==> config.mk <==
export PLATFORM = sky130hd
export DESIGN_NAME = vlset_unit
export DESIGN_NICKNAME = d
export VERILOG_FILES = /design/src/rtl/vlset_pkg.sv /design/src/rtl/vlset_decode.sv /design/src/rtl/vlset_minsel.sv /design/src/rtl/vlset_state.sv /design/src/rtl/vlset_unit.sv
export SDC_FILE = /design/constraint.sdc
export NUM_CORES = 1
export LEC_CHECK = 0
export BUFFER_PORTS_ARGS = -buffer_cell sky130_fd_sc_hd__buf_2
export CAP_MARGIN = 20
export CORE_UTILIZATION = 39
export DETAILED_ROUTE_END_ITERATION = 16
export PLACE_DENSITY = 0.76
export SLEW_MARGIN = 20
export SYNTH_ARGS = -nofsm -noshare
export SYNTH_HDL_FRONTEND = slang
export SYNTH_SLANG_ARGS = --single-unit
==> constraint.sdc <==
create_clock -name clk -period 1.92 [get_ports clk]
set_input_delay 0.288 -clock clk [delete_from_list [all_inputs] [get_ports clk]]
set_output_delay 0.288 -clock clk [all_outputs]
set_load 0.01 [all_outputs]
==> src/rtl/vlset_pkg.sv <==
package vlset_pkg;
  localparam int FIELD_W  = 12;
  localparam int IMM_W    = 5;
  localparam int RIDX_W   = 5;
  localparam int CREG_W   = 3;
  localparam int CREG_BASE = 8;
  localparam int MODE_BIT = 11;
  localparam int IMM_LSB  = 6;
  localparam int FLAG_BIT = 5;

  typedef enum logic [1:0] {
    CASE_NOP  = 2'd0,
    CASE_SET  = 2'd1,
    CASE_RSVD = 2'd2
  } vlset_case_e;

  typedef struct packed {
    logic              upd;
    logic              illegal;
    logic              use_src;
    logic [RIDX_W-1:0] src;
    logic              wb;
    logic [RIDX_W-1:0] dst;
    logic [IMM_W-1:0]  imm;
  } vlset_cmd_t;
endpackage

==> src/rtl/vlset_decode.sv <==
module vlset_decode
  import vlset_pkg::*;
(
  input  logic               valid,
  input  logic [FIELD_W-1:0] field,
  output vlset_cmd_t         cmd,
  output logic [RIDX_W-1:0]  rd_idx
);
  logic [IMM_W-1:0]  imm_f;
  logic [CREG_W-1:0] c_dst, c_src;
  logic              flag_f;
  logic [RIDX_W-1:0] wide_r;
  vlset_case_e       kind;
  vlset_cmd_t        raw;

  assign imm_f  = field[IMM_LSB +: IMM_W];
  assign c_dst  = field[CREG_W +: CREG_W];
  assign c_src  = field[0 +: CREG_W];
  assign flag_f = field[FLAG_BIT];
  assign wide_r = field[0 +: RIDX_W];

  always_comb begin
    raw     = '0;
    raw.imm = imm_f;
    kind    = CASE_SET;
    if (!field[MODE_BIT]) begin
      if (imm_f == '0 && c_dst == '0 && c_src == '0) begin
        kind = CASE_NOP;
      end else begin
        raw.use_src = (c_src != '0);
        raw.src     = RIDX_W'(CREG_BASE) + RIDX_W'(c_src);
        raw.wb      = (c_dst != '0);
        raw.dst     = RIDX_W'(CREG_BASE) + RIDX_W'(c_dst);
      end
    end else if (flag_f) begin
      if (wide_r == '0) begin
        kind = CASE_RSVD;
      end else begin
        raw.use_src = 1'b1;
        raw.src     = wide_r;
      end
    end else begin
      raw.wb  = (wide_r != '0);
      raw.dst = wide_r;
    end
    raw.upd     = (kind == CASE_SET);
    raw.illegal = (kind == CASE_RSVD);
  end

  always_comb begin
    cmd         = raw;
    cmd.upd     = raw.upd && valid;
    cmd.illegal = raw.illegal && valid;
    cmd.wb      = raw.wb && raw.upd && valid;
    cmd.use_src = raw.use_src && raw.upd;
  end

  assign rd_idx = cmd.use_src ? raw.src : '0;
endmodule

==> src/rtl/vlset_minsel.sv <==
module vlset_minsel
  import vlset_pkg::*;
#(
  parameter int XLEN = 32
) (
  input  logic [IMM_W-1:0] imm,
  input  logic             use_src,
  input  logic [XLEN-1:0]  rdata,
  output logic [IMM_W-1:0] vl_next
);
  logic below;

  generate
    if (XLEN > IMM_W) begin : g_wide
      logic hi_nz;
      assign hi_nz = |rdata[XLEN-1:IMM_W];
      assign below = !hi_nz && (rdata[IMM_W-1:0] < imm);
    end else begin : g_narrow
      assign below = (IMM_W'(rdata) < imm);
    end
  endgenerate

  assign vl_next = (use_src && below) ? rdata[IMM_W-1:0] : imm;
endmodule

==> src/rtl/vlset_state.sv <==
module vlset_state
  import vlset_pkg::*;
#(
  parameter int XLEN = 32
) (
  input  logic              clk,
  input  logic              rst,
  input  vlset_cmd_t        cmd,
  input  logic [IMM_W-1:0]  vl_next,
  output logic [IMM_W-1:0]  vl_q,
  output logic [IMM_W-1:0]  mvl_q,
  output logic              wb_en_q,
  output logic [RIDX_W-1:0] wb_idx_q,
  output logic [XLEN-1:0]   wb_data_q,
  output logic              illegal_q
);
  always_ff @(posedge clk) begin
    if (rst) begin
      vl_q      <= '0;
      mvl_q     <= '0;
      wb_en_q   <= 1'b0;
      wb_idx_q  <= '0;
      wb_data_q <= '0;
      illegal_q <= 1'b0;
    end else begin
      wb_en_q   <= cmd.wb;
      illegal_q <= cmd.illegal;
      wb_idx_q  <= cmd.wb ? cmd.dst : '0;
      wb_data_q <= cmd.wb ? XLEN'(vl_next) : '0;
      if (cmd.upd) begin
        mvl_q <= cmd.imm;
        vl_q  <= vl_next;
      end
    end
  end
endmodule

==> src/rtl/vlset_unit.sv <==
module vlset_unit
  import vlset_pkg::*;
#(
  parameter int XLEN = 32
) (
  input  logic                clk,
  input  logic                rst,
  input  logic                req_valid,
  input  logic [FIELD_W-1:0]  vltype,
  output logic [RIDX_W-1:0]   rf_rd_idx,
  input  logic [XLEN-1:0]     rf_rd_data,
  output logic                wb_en,
  output logic [RIDX_W-1:0]   wb_idx,
  output logic [XLEN-1:0]     wb_data,
  output logic                illegal,
  output logic [IMM_W-1:0]    vl,
  output logic [IMM_W-1:0]    mvl
);
  vlset_cmd_t       cmd;
  logic [IMM_W-1:0] vl_next;

  vlset_decode u_dec (
    .valid  (req_valid),
    .field  (vltype),
    .cmd    (cmd),
    .rd_idx (rf_rd_idx)
  );

  vlset_minsel #(.XLEN(XLEN)) u_min (
    .imm     (cmd.imm),
    .use_src (cmd.use_src),
    .rdata   (rf_rd_data),
    .vl_next (vl_next)
  );

  vlset_state #(.XLEN(XLEN)) u_st (
    .clk       (clk),
    .rst       (rst),
    .cmd       (cmd),
    .vl_next   (vl_next),
    .vl_q      (vl),
    .mvl_q     (mvl),
    .wb_en_q   (wb_en),
    .wb_idx_q  (wb_idx),
    .wb_data_q (wb_data),
    .illegal_q (illegal)
  );
endmodule

# Word-level counts from Yosys, hierarchy flattened
# Cells that the tools add are included.
totals:
  out_inout_bits: 54
  word_cells: 43
  inputBits: 47
  regBits: 49
classes:
  add_sub_neg: 2
  order_cmp: 1
  n_mux: 11
  eq_ne: 2
  reduce_logical: 19
  bitwise: 1
op_table:
  columns: ["cell", "n"]
  rows:
  - ["OR reduction 27 bit", 1]
  - ["two-way mux 12 bit", 2]
  - ["two-way mux 6 bit", 3]
  - ["adder 4 x 3 -> 5 bit, first input constant", 2]
  - ["zero test 5 bit", 2]
  - ["two-way mux 5 bit", 2]
  - ["logical AND 1 bit", 9]
  - ["zero test 3 bit", 2]
  - ["two-way mux 2 bit", 3]
  - ["nonzero test 3 bit", 2]
  - ["< comparator 5 bit", 1]
  - ["nonzero test 5 bit", 1]
  - ["equality test 2 x 1 -> 1 bit, second input constant", 1]
  - ["equality test 2 bit, second input constant", 1]
  - ["OR reduction 2 bit", 1]
  - ["zero test 1 bit", 1]
  - ["two-way mux 1 bit", 1]
  - ["inverter 1 bit", 1]

# Depth between registers and ports, before layout
logic_depth:
  depth_word: 10
  ltp_mapped: 8
  depth_no_buf: 7

# Hierarchy
# From an unflattened synthesis, not the netlist that was laid out.
hier_totals:
  hier_cells: 160
  area_unflattened_um2: 1425.1
by_module_without_submodules:
  columns: ["module", "instances", "cells_per_inst", "seq_area_each_um2", "area_per_inst_um2"]
  rows:
  - ["vlset_state", 1, 85, 440.4, 889.6]
  - ["vlset_decode", 1, 47, 0.0, 276.5]
  - ["vlset_minsel", 1, 28, 0.0, 259.0]

# Worst setup path before layout
# No wires, ideal clock.
synth_timing:
  path_type: "input to register"
  from: "input rf_rd_data[14]"
  to: "register u_st.vl_q[0]"
  path_stages: 5
  n_path_buf: 0
  path_slack_ns: 0.280
  t_arrival_ns: 1.549
  t_required_ns: 1.829
  cell_sequence: "or4_4 > a211oi_2 > and3b_2 > nand4_1 > a311oi_1"
synth_via:
  elab_chain_cells: 5
synth_lines:
  columns: ["item", "line_no", "rtl"]
  rows:
  - ["start, declared", "vlset_unit.sv:11", "input logic [XLEN-1:0] rf_rd_data,"]
  - ["OR reduction 27 bit", "vlset_minsel.sv:16", "assign hi_nz = |rdata[XLEN-1:IMM_W];"]
  - ["zero test 1 bit", "vlset_minsel.sv:17", "assign below = !hi_nz && (rdata[IMM_W-1:0] < imm);"]
  - ["logical AND 1 bit", "vlset_minsel.sv:17", null]
  - ["logical AND 1 bit", "vlset_minsel.sv:23", "assign vl_next = (use_src && below) ? rdata[IMM_W-1:0] : imm;"]
  - ["two-way mux 5 bit", "vlset_minsel.sv:23", null]
  - ["end signal, assigned", "vlset_state.sv:32", "vl_q <= vl_next;"]
  - ["end, declared", "vlset_state.sv:10", "output logic [IMM_W-1:0] vl_q,"]
# No other way between the ends.
# A chain may end at the register's enable or synchronous reset.

# Worst setup path after layout
layout_timing:
  from: "input rf_rd_data[14]"
  to: "register u_st.vl_q[1]"
# Same word-level chain as after synthesis.

==> results.md <==
CTS:
- Hold repair after CTS inserted 0 buffers.
- CTS built an H-tree with a depth of 1.
- The number of cells upsized or downsized after cts is 0.
- The buffer type at the clock tree root is sky130_fd_sc_hd__clkbuf_4.
- The clock passes through at most 2 buffers.
- After clock tree synthesis, the clock-pin slew on the worst setup and hold paths is 0.11 ns.
- The clock tree from TritonCTS is built.
- The clock latency on the worst-skew pair is between 0.2 and 0.3 ns.
- CTS saw 22 sinks.
- Post-CTS timing repair inserted 0 buffers for setup.
- The number of clock buffers inserted by TritonCTS is 3.

Synth:
- After synthesis, the share of flip-flops with an asynchronous set or reset is 0%.
- Among all cell types in the netlist, the one instantiated most often is sky130_fd_sc_hd__buf_4.
- The synthesized design contains 0 enable-type register cells.
- The total number of yosys warnings is 0.
- Ranked by total cell area, the synthesized netlist is headed by sky130_fd_sc_hd__dfxtp_1 34%, sky130_fd_sc_hd__buf_4 16%, sky130_fd_sc_hd__nor2_1 4.9%.
- The average instance in the mapped netlist occupies 8.38 µm².
- The cell count after synthesis is roughly 160.
- The area share of the largest cell type after synthesis is 33.7%.
- In this run, synthesis produced a sequential element count of 22.
- For this run, the register share of the synthesized area comes to 33.7%.
- In the synthesized netlist, the cells that appear most often are 27 x sky130_fd_sc_hd__buf_4, 22 x sky130_fd_sc_hd__dfxtp_1, 17 x sky130_fd_sc_hd__nor2_1.
- Of all cell types, the one taking the most synthesized area is sky130_fd_sc_hd__dfxtp_1.
- The prevailing post-synth register cell is sky130_fd_sc_hd__dfxtp_1.
- In this run the cell area of the synthesized design comes to 1310 µm².
- In this run, distinct cell masters in the synthesized netlist total 34.

Worst setup path:
- The worst path required time is 2.10 ns.
- The number of cells on the worst reg-to-reg path is 2.
- The setup check on the worst reg-to-reg path leaves a slack of 1.19 ns.
- The worst setup path is launched from an input port.
- The endpoint arrival time on the critical path is 1.75 ns.
- The setup path with the least slack is of type input port to register.
- The maximum fanout along the worst path is 5.
- The nature of the critical path endpoint is a register.

Layout:
- From synthesis to final layout, the design area changed by 24.4%.
- The antenna diode count is 0.
- The net count reported at finish is between 200 and 300.
- The sequential cells in the finished layout cover a total of approximately 440 µm².
- The share of final-layout standard cells stronger than drive strength 1 is 37.6%.
- The number of inserted filler cells in the final layout is about 330.
- The multi-input combinational cells in the finished layout cover a total of 694 µm².

Route:
- For this block, the via count after detailed routing is around 1300.
- The first detailed-routing pass took 4 iterations.
- The number of routed nets with antenna violations is 0.
- In the final routed layout, each cell accounts on average for 10.2 µm.
- The via-per-instance ratio is between 4 and 5.
- In the routed design, unresolved DRC markers number 0.
- In this run, the number of DRC markers left after iteration 0 of detailed routing was between 40 and 50.
- The final routed wirelength across all metal layers is between 2 and 3 mm.

GRT:
- The first global-routing pass estimated roughly 4.4 mm of wire.
- The initial antenna violation count was 0.
- Entering global routing, the biggest net connects 16 pins.
- In the global route stage, overall resource usage came out at 16.6%.
- The number of global-route vias before repair is between 1000 and 1500.
- Summed over all layers, the global routing overflow is 0.

Pwr:
- Registers are responsible for 53.5% of the overall power.
- Of the total power, the clock network draws 21.8%.
- Summed over all cells, the static leakage comes to 0.845 nW.
- Net switching is 28.8% of the power.
- The internal power consumption is 0.646 mW.
- The switching power is 0.261 mW.
- The combinational fraction of design power is 24.7%.
- The worst-case vdd ir drop is 0.231 mV.
- For this design the ratio of total power to cell area is 558 nW/µm².

Outcome:
- The flow ran to the end, and the final reports show no timing, DRC or antenna violations.

STA:
- The accumulated negative setup slack is 0 ns.
- The final-report max-slew violation count came to 0.
- Setup repair after global routing left no endpoint under its margin.
- The hold violation count in the final report is 0.
- The fmax is 635 MHz.
- Hold timing on the final database bottoms out at a slack of around 0.24 ns.
- On the final layout, the worst clock skew is 0 ns.
- The final critical path takes up 82.0% of the cycle.
- Setup violations remaining at the end of the flow were counted as 0.
- The shortest period the worst path allows is around 1.6 ns.

Floorplanning:
- The boundary pin count is 101.
- The die span in y is 59.9 µm.
- The floorplan step defined a core boundary enclosing 3130 µm².
- The total die area is 3590 µm².
- After floorplanning, the core was divided into 20 placement rows.
- Once the floorplan was initialized, standard cells occupied 41.8% of the core.
- From left edge to right edge, the die measures roughly 60 µm.

Placement:
- The count of buffers inserted at the top-level ports is 73.
- The routability congestion estimate is 0.826.
- The half-perimeter wire length after placement is 2.32 mm.

Hold path:
- The min-delay analysis places its worst path in the category input port to register.
- The cell depth of the worst min-delay path is 3.

Flow run:
- The tool flagged a number of max-cap violations equal to 0.
==> power by group through the flow <==
stage / logic [mW] / clock network (mW) / registers [mW]
floorplan: 0.154 / 0 / 0.509
global placement: 0.221 / 0 / 0.496
detailed placement: 0.223 / 0 / 0.497
CTS: 0.224 / 0.202 / 0.486
global route: 0.250 / 0.222 / 0.489
finish: 0.224 / 0.197 / 0.486
==> logic make-up (layout without fill, tap and decap cells) <==
logic type / count (synthesis) / in the layout / synth area share, %
adder cells (fa/ha/maj): 4 / 4 / 3.83
buffers and inverters: 38 / 85 / 20.7
multiplexers: 5 / 5 / 3.83
other: 1 / 27 / 0.287
flip-flops: 22 / 22 / 33.7
AND/OR/NAND/NOR: 59 / 59 / 24.7
AO/OA/AOI/OAI: 27 / 27 / 13.0
==> per-stage QoR <==
step	worst slack [ns]	power [mW]	util, %	instances	area (µm²)
detailed placement	0.0417	0.719	51.3	270	1600
global route	0.244	0.961	52.0	273	1630
global placement	0.0755	0.717	51.3	270	1600
CTS	0.358	0.912	52.0	273	1630
finish	0.346	0.907	52.0	273	1630
floorplan	0.280	0.663	-	182	1410
==> routing by layer <==
layer  track usage, %  share of wire, %  vias to the layer above
li1                 -                 -                      641
met1             20.9                43                      564
met2             27.6                46                       72
met3             1.95               8.3                        6
met4             8.97               2.1                        0
met5                0                 0                        -
==> worst paths after layout <==
kind                       start              to
hold / removal         req_valid  u_st.illegal_q
setup reg to reg    u_st.vl_q[4]    u_st.vl_q[4]
setup / recovery  rf_rd_data[14]    u_st.vl_q[1]
hold reg to reg    u_st.mvl_q[3]   u_st.mvl_q[3]
==> cells in the final DEF, fill, tap and decap left out, drive strengths merged, types with 4 or more instances in the layout <==
cell type,Yosys,routed
nor4,7,7
a311oi,5,5
inv,5,5
nor2,17,17
nand2,7,7
buf,30,77
nand4,5,5
o21ai,8,8
mux2i,5,5
conb,1,27
ha,4,4
a21oi,10,10
nor2b,7,7
nor3,4,4
dfxtp,22,22
==> final cells by class <==
class / count / share of cell area [%]
well taps: 44 / 3.38
repair buffers: 77 / 24.3
inverters: 5 / 1.15
multi-input cells: 122 / 42.7
clock buffers: 3 / 1.38
flip-flops and latches: 22 / 27.1
==> worst max-delay path, cell delays in order <==
cell,delay (ns)
sky130_fd_sc_hd__buf_2,0.10
sky130_fd_sc_hd__or4_4,0.53
sky130_fd_sc_hd__a211oi_2,0.19
sky130_fd_sc_hd__nand4b_1,0.22
sky130_fd_sc_hd__o21ai_0,0.30
sky130_fd_sc_hd__a311oi_1,0.13
==> sequential cells by signal (all words and copies together) (netlist names) <==
signal / count
u_st.illegal_q: 1
u_st.wb_en_q: 1
u_st.wb_data_q: 5
u_st.vl_q: 5
u_st.wb_idx_q: 5
u_st.mvl_q: 5
Note: power is estimated with default switching activity, not from simulation.
